===== config.mk =====
export PLATFORM = sky130hd
export DESIGN_NAME = tagmiss_trap_ctrl
export DESIGN_NICKNAME = d
export VERILOG_FILES = /design/src/rtl/tmt_pkg.sv /design/src/rtl/tmt_fsm.sv /design/src/rtl/tmt_capture.sv /design/src/rtl/tmt_stage.sv /design/src/rtl/tmt_guard.sv /design/src/rtl/tagmiss_trap_ctrl.sv
export SDC_FILE = /design/constraint.sdc
export NUM_CORES = 1
export LEC_CHECK = 0
export ABC_AREA = 1
export ABC_CLOCK_PERIOD_IN_PS = 1500
export BUFFER_PORTS_ARGS = -buffer_cell sky130_fd_sc_hd__buf_4
export CAP_MARGIN = 15
export CELL_PAD_IN_SITES_DETAIL_PLACEMENT = 2
export CELL_PAD_IN_SITES_GLOBAL_PLACEMENT = 2
export CORE_MARGIN = 2
export CORE_UTILIZATION = 23
export DETAILED_ROUTE_END_ITERATION = 16
export HOLD_SLACK_MARGIN = 0.03
export PLACE_DENSITY_LB_ADDON = 0.1
export SYNTH_ARGS = -nofsm -noshare
export SYNTH_HDL_FRONTEND = slang
export SYNTH_SLANG_ARGS = --single-unit

===== constraint.sdc =====
create_clock -name clk -period 1.5 [get_ports clk]
set_input_delay 0 -clock clk [delete_from_list [all_inputs] [get_ports clk]]
set_output_delay 0 -clock clk [all_outputs]
set_load 0.01 [all_outputs]

===== src/rtl/tmt_pkg.sv =====
package tmt_pkg;
    typedef enum logic [2:0] {
        S_USER    = 3'd0,
        S_HANDLER = 3'd1,
        S_INSTALL = 3'd2,
        S_RESTART = 3'd3,
        S_SECFLT  = 3'd4,
        S_DEAD    = 3'd5
    } tmt_state_e;
endpackage


===== src/rtl/tmt_fsm.sv =====
module tmt_fsm
    import tmt_pkg::*;
(
    input  logic clk,
    input  logic rst_n,
    input  logic miss,
    input  logic hret,
    input  logic hret_allow,
    output logic capture_en,
    output logic in_handler,
    output logic install,
    output logic restart,
    output logic sec_fault,
    output logic dead
);
    tmt_state_e state, nxt;

    always_ff @(posedge clk) begin
        if (!rst_n) state <= S_USER;
        else        state <= nxt;
    end

    always_comb begin
        nxt = state;
        unique case (state)
            S_USER:    if (miss) nxt = S_HANDLER;
            S_HANDLER: begin
                if (miss)      nxt = S_DEAD;
                else if (hret) nxt = hret_allow ? S_INSTALL : S_SECFLT;
            end
            S_INSTALL: nxt = S_RESTART;
            S_RESTART: nxt = S_USER;
            S_SECFLT:  nxt = S_USER;
            S_DEAD:    nxt = S_DEAD;
            default:   nxt = S_USER;
        endcase
    end

    always_comb begin
        capture_en = (state == S_USER) && miss;
        in_handler = (state == S_HANDLER);
        install    = (state == S_INSTALL);
        restart    = (state == S_RESTART);
        sec_fault  = (state == S_SECFLT);
        dead       = (state == S_DEAD);
    end
endmodule


===== src/rtl/tmt_capture.sv =====
module tmt_capture #(
    parameter int PC_W = 32,
    parameter int OP_W = 8,
    parameter int KW   = 80
) (
    input  logic            clk,
    input  logic            rst_n,
    input  logic            en,
    input  logic [PC_W-1:0] pc_in,
    input  logic [OP_W-1:0] op_in,
    input  logic [KW-1:0]   tags_in,
    output logic [PC_W-1:0] pc_q,
    output logic [OP_W-1:0] op_q,
    output logic [KW-1:0]   tags_q
);
    always_ff @(posedge clk) begin
        if (!rst_n) begin
            pc_q   <= '0;
            op_q   <= '0;
            tags_q <= '0;
        end else if (en) begin
            pc_q   <= pc_in;
            op_q   <= op_in;
            tags_q <= tags_in;
        end
    end
endmodule


===== src/rtl/tmt_stage.sv =====
module tmt_stage #(
    parameter int TAG_W = 16
) (
    input  logic             clk,
    input  logic             rst_n,
    input  logic             wr,
    input  logic             sel,
    input  logic [TAG_W-1:0] data,
    output logic [TAG_W-1:0] pc_tag,
    output logic [TAG_W-1:0] res_tag
);
    always_ff @(posedge clk) begin
        if (!rst_n) begin
            pc_tag  <= '0;
            res_tag <= '0;
        end else if (wr) begin
            if (sel) res_tag <= data;
            else     pc_tag  <= data;
        end
    end
endmodule


===== src/rtl/tmt_guard.sv =====
module tmt_guard #(
    parameter int             TAG_W       = 16,
    parameter logic [TAG_W-1:0] HANDLER_TAG = '1
) (
    input  logic             handler,
    input  logic             f_vld,
    input  logic [TAG_W-1:0] f_tag,
    input  logic             d_vld,
    input  logic [TAG_W-1:0] d_tag,
    output logic             viol
);
    logic f_is_h, d_is_h;
    always_comb begin
        f_is_h = (f_tag == HANDLER_TAG);
        d_is_h = (d_tag == HANDLER_TAG);
        if (handler) viol = (f_vld && !f_is_h) || (d_vld && !d_is_h);
        else         viol = (f_vld && f_is_h)  || (d_vld && d_is_h);
    end
endmodule


===== src/rtl/tagmiss_trap_ctrl.sv =====
module tagmiss_trap_ctrl #(
    parameter int               PC_W        = 32,
    parameter int               OP_W        = 8,
    parameter int               TAG_W       = 16,
    parameter int               N_TAGS      = 5,
    parameter logic [TAG_W-1:0] HANDLER_TAG = '1
) (
    input  logic                    clk,
    input  logic                    rst_n,
    input  logic                    miss_i,
    input  logic [PC_W-1:0]         miss_pc_i,
    input  logic [OP_W-1:0]         miss_op_i,
    input  logic [N_TAGS*TAG_W-1:0] miss_tags_i,
    input  logic                    hwr_en_i,
    input  logic                    hwr_sel_i,
    input  logic [TAG_W-1:0]        hwr_data_i,
    input  logic                    hret_i,
    input  logic                    hret_allow_i,
    input  logic                    fetch_vld_i,
    input  logic [TAG_W-1:0]        fetch_tag_i,
    input  logic                    data_vld_i,
    input  logic [TAG_W-1:0]        data_tag_i,
    output logic                    handler_mode_o,
    output logic                    hreg_bank_o,
    output logic [PC_W-1:0]         trap_pc_o,
    output logic [OP_W-1:0]         trap_op_o,
    output logic [N_TAGS*TAG_W-1:0] trap_tags_o,
    output logic                    install_o,
    output logic [TAG_W-1:0]        inst_pc_tag_o,
    output logic [TAG_W-1:0]        inst_res_tag_o,
    output logic                    restart_o,
    output logic                    sec_fault_o,
    output logic                    double_fault_o,
    output logic                    violation_o
);
    localparam int KEY_W = N_TAGS * TAG_W;

    logic cap_en, in_h;

    tmt_fsm u_fsm (
        .clk        (clk),
        .rst_n      (rst_n),
        .miss       (miss_i),
        .hret       (hret_i),
        .hret_allow (hret_allow_i),
        .capture_en (cap_en),
        .in_handler (in_h),
        .install    (install_o),
        .restart    (restart_o),
        .sec_fault  (sec_fault_o),
        .dead       (double_fault_o)
    );

    tmt_capture #(.PC_W(PC_W), .OP_W(OP_W), .KW(KEY_W)) u_cap (
        .clk     (clk),
        .rst_n   (rst_n),
        .en      (cap_en),
        .pc_in   (miss_pc_i),
        .op_in   (miss_op_i),
        .tags_in (miss_tags_i),
        .pc_q    (trap_pc_o),
        .op_q    (trap_op_o),
        .tags_q  (trap_tags_o)
    );

    tmt_stage #(.TAG_W(TAG_W)) u_stage (
        .clk     (clk),
        .rst_n   (rst_n),
        .wr      (hwr_en_i && in_h),
        .sel     (hwr_sel_i),
        .data    (hwr_data_i),
        .pc_tag  (inst_pc_tag_o),
        .res_tag (inst_res_tag_o)
    );

    tmt_guard #(.TAG_W(TAG_W), .HANDLER_TAG(HANDLER_TAG)) u_guard (
        .handler (in_h),
        .f_vld   (fetch_vld_i),
        .f_tag   (fetch_tag_i),
        .d_vld   (data_vld_i),
        .d_tag   (data_tag_i),
        .viol    (violation_o)
    );

    assign handler_mode_o = in_h;
    assign hreg_bank_o    = in_h;
endmodule


After elaboration in Yosys (flattened, before gate mapping)
Index checks and enable logic that the tools add are counted.
W data, S select, Z words.
{ "totals": {"output_inout_bits": 159, "inputBits": 177, "regBits": 155, "word_cells": 36} }
{ "classes": {"mux": 6, "eq_ne": 9, "bitwise": 1, "n_reduce_logical": 14} }
{ "ops": {"columns": ["cell", "n"], "rows": [
  ["$eq A16 B16 Y1 const B", 2],
  ["$mux W3", 4],
  ["$pmux W3 S4", 1],
  ["$eq A3 B2 Y1 const B", 2],
  ["$eq A3 B3 Y1 const B", 2],
  ["$logic_and A1 B1 Y1", 6],
  ["$reduce_and A2 Y1", 3],
  ["$eq A3 B1 Y1 const B", 1],
  ["$logic_not A3 Y1", 1],
  ["$ne A3 B3 Y1 const B", 1],
  ["$logic_not A1 Y1", 2],
  ["$logic_or A1 B1 Y1", 2],
  ["$ne A2 B2 Y1 const B", 1],
  ["$mux W1", 1],
  ["$not A1 Y1", 1]
]} }

Longest topological paths before layout
{ "depth": {"word_depth": 5, "mapped_depth": 8, "depth_no_buf": 8} }

By module
A second synthesis with hierarchy kept.
{ "unflattened": {"cells_unflattened": 1019, "hier_area_um2": 6660.1} }
{ "by_module_without_submodules": {"columns": ["mod", "seq_area_each_um2", "n_inst", "cells_per_inst", "area_per_inst_um2"], "rows": [
  ["tmt_capture", 2402.3, 1, 760, 4958.5],
  ["tmt_stage", 640.6, 1, 176, 1302.5],
  ["tmt_fsm", 60.1, 1, 40, 231.5],
  ["tmt_guard", 0.0, 1, 40, 152.6],
  ["tagmiss_trap_ctrl", 0.0, 1, 3, 15.0]
]} }

Worst setup path before layout
Ideal clock, no wire load.
{ "synth_timing": {"path_type": "register to register", "from": "reg u_fsm.state[0]", "to": "reg u_stage.pc_tag[11]", "period_less_slack_ps": 1255, "t_required_ps": 1382, "stages_incl_launch_ff": 7, "slack_ps": 245, "path_buffers": 1, "setup_ps": 118, "t_arrival_ps": 1137, "path_cell_list": "dfxtp_1 > nand2_4 > nor2_8 > nand3b_4 > buf_6 > o21ai_1 > a21oi_2"} }
{ "synth_via": {"elab_chain_len": 3} }
{ "synth_rtl": {"columns": ["item", "line", "rtl"], "rows": [
  ["start, declared", "tmt_fsm.sv:16", "tmt_state_e state, nxt;"],
  ["start signal, assigned", "tmt_fsm.sv:20", "else state <= nxt;"],
  ["$eq A3 B1 Y1", "tmt_fsm.sv:41", "in_handler = (state == S_HANDLER);"],
  ["via handler_mode_o", "tagmiss_trap_ctrl.sv:23", "output logic handler_mode_o,"],
  ["$logic_and A1 B1 Y1", "tagmiss_trap_ctrl.sv:69", ".wr (hwr_en_i && in_h),"],
  ["$reduce_and A2 Y1 (no source line)", null, null],
  ["end signal, assigned", "tmt_stage.sv:18", "else pc_tag <= data;"],
  ["end, declared", "tmt_stage.sv:9", "output logic [TAG_W-1:0] pc_tag,"]
]} }
The timed path passes the listed nets, and every way through them passes these cells.
A chain may end at the register's enable or synchronous reset.

Worst setup path in the final report
{ "layout_timing": {"from": "reg u_fsm.state[2]", "to": "out install_o"} }
{ "layout_via": {"elab_chain_len": 1} }
{ "layout_rtl": {"columns": ["item", "line", "rtl"], "rows": [
  ["$eq A3 B2 Y1", "tmt_fsm.sv:42", "install = (state == S_INSTALL);"],
  ["end, declared", "tagmiss_trap_ctrl.sv:28", "output logic install_o,"]
]} }
Every way passes these cells.

==> key figures <==
Yosys
  • Register area share after synthesis: between 50% and 60%
  • Mapped Nets: 908
  • Synth Register Bits: about 160
  • Top_reg_cell synth: dfxtp_1
  • Asr flop ratio synth: 0%
  • Post-synthesis cell type count: 23
  • Post-Syn Area: roughly 6100 um2
  • Warnings, synthesis: 0
  • Avg Cell Area, Syn: 8.28 um2
  • Syn Inst Count: approximately 730
  • Post-synth EDFFs: 0

Critical path
  • CP Capture Type: primary output
  • Data required, critical path: 1.50 ns
  • Critical Path AT: ~1.4 ns
  • Worst Reg-to-Reg Cells: 5
  • Slowest stage cell, crit path: dfxtp_1
  • FF-to-FF setup slack: 0.15 ns
  • R2r startpoint: u_fsm.state[0]
  • CP bufs+invs: 2
  • Startpoint types: flop
  • CP max stage delay: approximately 0.32 ns
  • Crit path max-delay family: buffers and inverters
  • RR Endpoint: u_cap.pc_q[14]
  • Critical-path cell list: buf_4 -> nor3_1 -> buf_4
  • Most frequent CP cell: buf_4
  • Type of the worst setup path: reg -> out
  • Critical path fanouts, max: 7

Floorplan
  • Top Ports: 336
  • Die Ht: 166 um
  • Die X: ~170 um
  • Starting Density: 23.3%
  • Core region area: 26000 um2
  • Die area: 27600 um2
  • Row Count: 59

STA
  • Worst hold slack: 0.0787 ns
  • Crit share post-route: 93.9%
  • Slew headroom: 76.4%
  • Slew at the pin closest to its max-slew limit: 0.354 ns
  • Setup TNS: 0 ns
  • RSZ-0062 raised after global routing: false
  • Minimum clock period: 1.41 ns
  • Final Hold Fails: 0
  • Clock Skew: 0.0107 ns
  • Final setup fails: 0
  • Max Freq: 0.710 GHz
  • Slew Limit Fails: 0

Pwr
  • Maximum vdd drop: 527 uV
  • Power Total: 12100 uW
  • Leakage: between 0.004 and 0.005 uW
  • Pwr Density: 1110 nW/um2

Final layout
  • Layout area overhead: 78.9%
  • Share of cells above drive strength 1: 34.9%
  • Fin util: 41.7%
  • Most frequent cells in the layout: 340 x buf_4, 157 x inv_1, 153 x dfxtp_1
  • Commonest non-fill, non-tap cell in the layout: buf_4
  • Fin nets: approximately 1400
  • # fillers: 2933
  • Fin cells: 1540

Routing
  • First-pass detailed-route iteration total: 4
  • Post-route ant nets: 0
  • Routed WL: 24900 um
  • Initial DRC count: 200
  • Drt wl/cell: ~16 um
  • Via density: 4.31
  • Via count: 6633
  • Post-route DRC: 0

Placed design
  • Placed Instances: 1364
  • HPWL Detailed: between 15000 and 20000 um
  • Routability cong.: 0.720
  • PortBufs: 335

Hold path
  • Hold Path Depth: 4
  • Hold Path End: u_cap.pc_q[22]
  • HP Start: rst_n
  • HP Class: in -> reg

Outcome
  • Status: completed

GRT
  • First-pass GRT wire length: ~40000 um
  • Antenna violations before repair: 1
  • GRT Util Overall: 17.8%
  • Vias in the first global route: 7209
  • Largest net degree at the start of global routing: between 80 and 90
  • Gr ovfl total: 0

Clock network
  • CTS Buffer Depth: 2
  • H-tree levels: 4
  • Clk sink count: 155
  • Clk root buf: clkbuf_16
  • CTS clk-pin slew, worst paths: 0.08 ns
  • CTS tree: built
  • Clock latency on the worst-skew pair: 0.43 ns
  • CTS buffer count: 17

Job
  • Max cap viols: 0
-- cell usage after synthesis (2+ instances only) --
cell,count,area (um2)
dfxtp_1,155,3100
nand2_1,31,116
nand3_1,2,10.0
buf_6,29,327
a21oi_1,125,626
o21ai_0,47,235
clkbuf_1,19,71.3
a21oi_2,28,245
nor3_1,4,20.0
nor2_1,14,52.6
inv_1,157,589
buf_2,2,10.0
o21ai_1,108,541
-- metal layers --
| metal | global-route usage (%) | wire length, um | part of all wire (%) | up-vias |
|---|---|---|---|---|
| met4 | 6.00 | 568 | 2.3 | 0 |
| met5 | 0 | 0 | 0 | - |
| met1 | 20.4 | 10300 | 41 | 3140 |
| li1 | - | - | - | 3260 |
| met3 | 4.86 | 1490 | 6.0 | 30 |
| met2 | 31.9 | 12600 | 50 | 203 |
-- where the power goes --
part | internal, uW | switching [uW] | total (uW)
clock | 2250 | 1990 | 4240
sequential | 4580 | 250 | 4830
combinational | 1540 | 1450 | 2980
-- final cells by class --
cell class / count / area [um2] / area share [%]
clock buffers: 19 / 443 / 4.09
repair buffers: 492 / 4190 / 38.7
flip-flops and latches: 155 / 3110 / 28.7
diodes: 1 / 2.50 / 0.0231
well taps: 335 / 419 / 3.87
inverters: 158 / 596 / 5.50
clock inverters: 13 / 124 / 1.14
multi-input cells: 367 / 1950 / 18.0
-- worst max-delay path by stage --
| stage | from | endpoint | slack, ns | depth (start not counted) |
|---|---|---|---|---|
| 6_report | u_fsm.state[2] | install_o | 0.09 | 3 |
| 5_1_grt | u_fsm.state[0] | u_cap.pc_q[17] | 0.002 | 5 |
| 4_1_cts | u_fsm.state[0] | violation_o | 0.02 | 6 |
| 3_5_place_dp | u_fsm.state[0] | u_stage.pc_tag[15] | 0.14 | 6 |
| 3_3_place_gp | u_fsm.state[0] | u_cap.tags_q[69] | 0.19 | 6 |
| 2_1_floorplan | u_fsm.state[0] | u_stage.pc_tag[11] | 0.25 | 6 |
-- kinds of logic after synthesis --
logic type / synth area share [%]
flip-flops: 51.3
AND/OR/NAND/NOR: 4.69
AO/OA/AOI/OAI: 27.4
buffers and inverters: 16.7
-- state kept, by name, indices dropped and copies added (netlist names) --
name and cells:
u_stage.pc_tag 16, u_cap.pc_q 32, u_cap.op_q 8, u_fsm.state 3, u_cap.tags_q 80, u_stage.res_tag 16
-- what timing repair did --
action                     CTS  global route
buffers inserted             0             3
setup endpoints to repair    0             6
hold buffers               140             0
hold endpoints to repair   155             0
gates resized for setup      0             3
-- worst min-delay path, cell delays in order --
cell     delay [ns]
buf_4          0.14
buf_12         0.18
o21ai_0        0.09
a21oi_1        0.04
-- per-stage QoR --
stage / setup slack, ns / cell area, um2
global placement: 0.186 / 8840
finish: 0.0918 / 10800
CTS: 0.0152 / 10800
floorplan: 0.245 / 6050
detailed placement: 0.139 / 8840
global route: 0.00166 / 10800
Power figures use the tool's default switching activity.
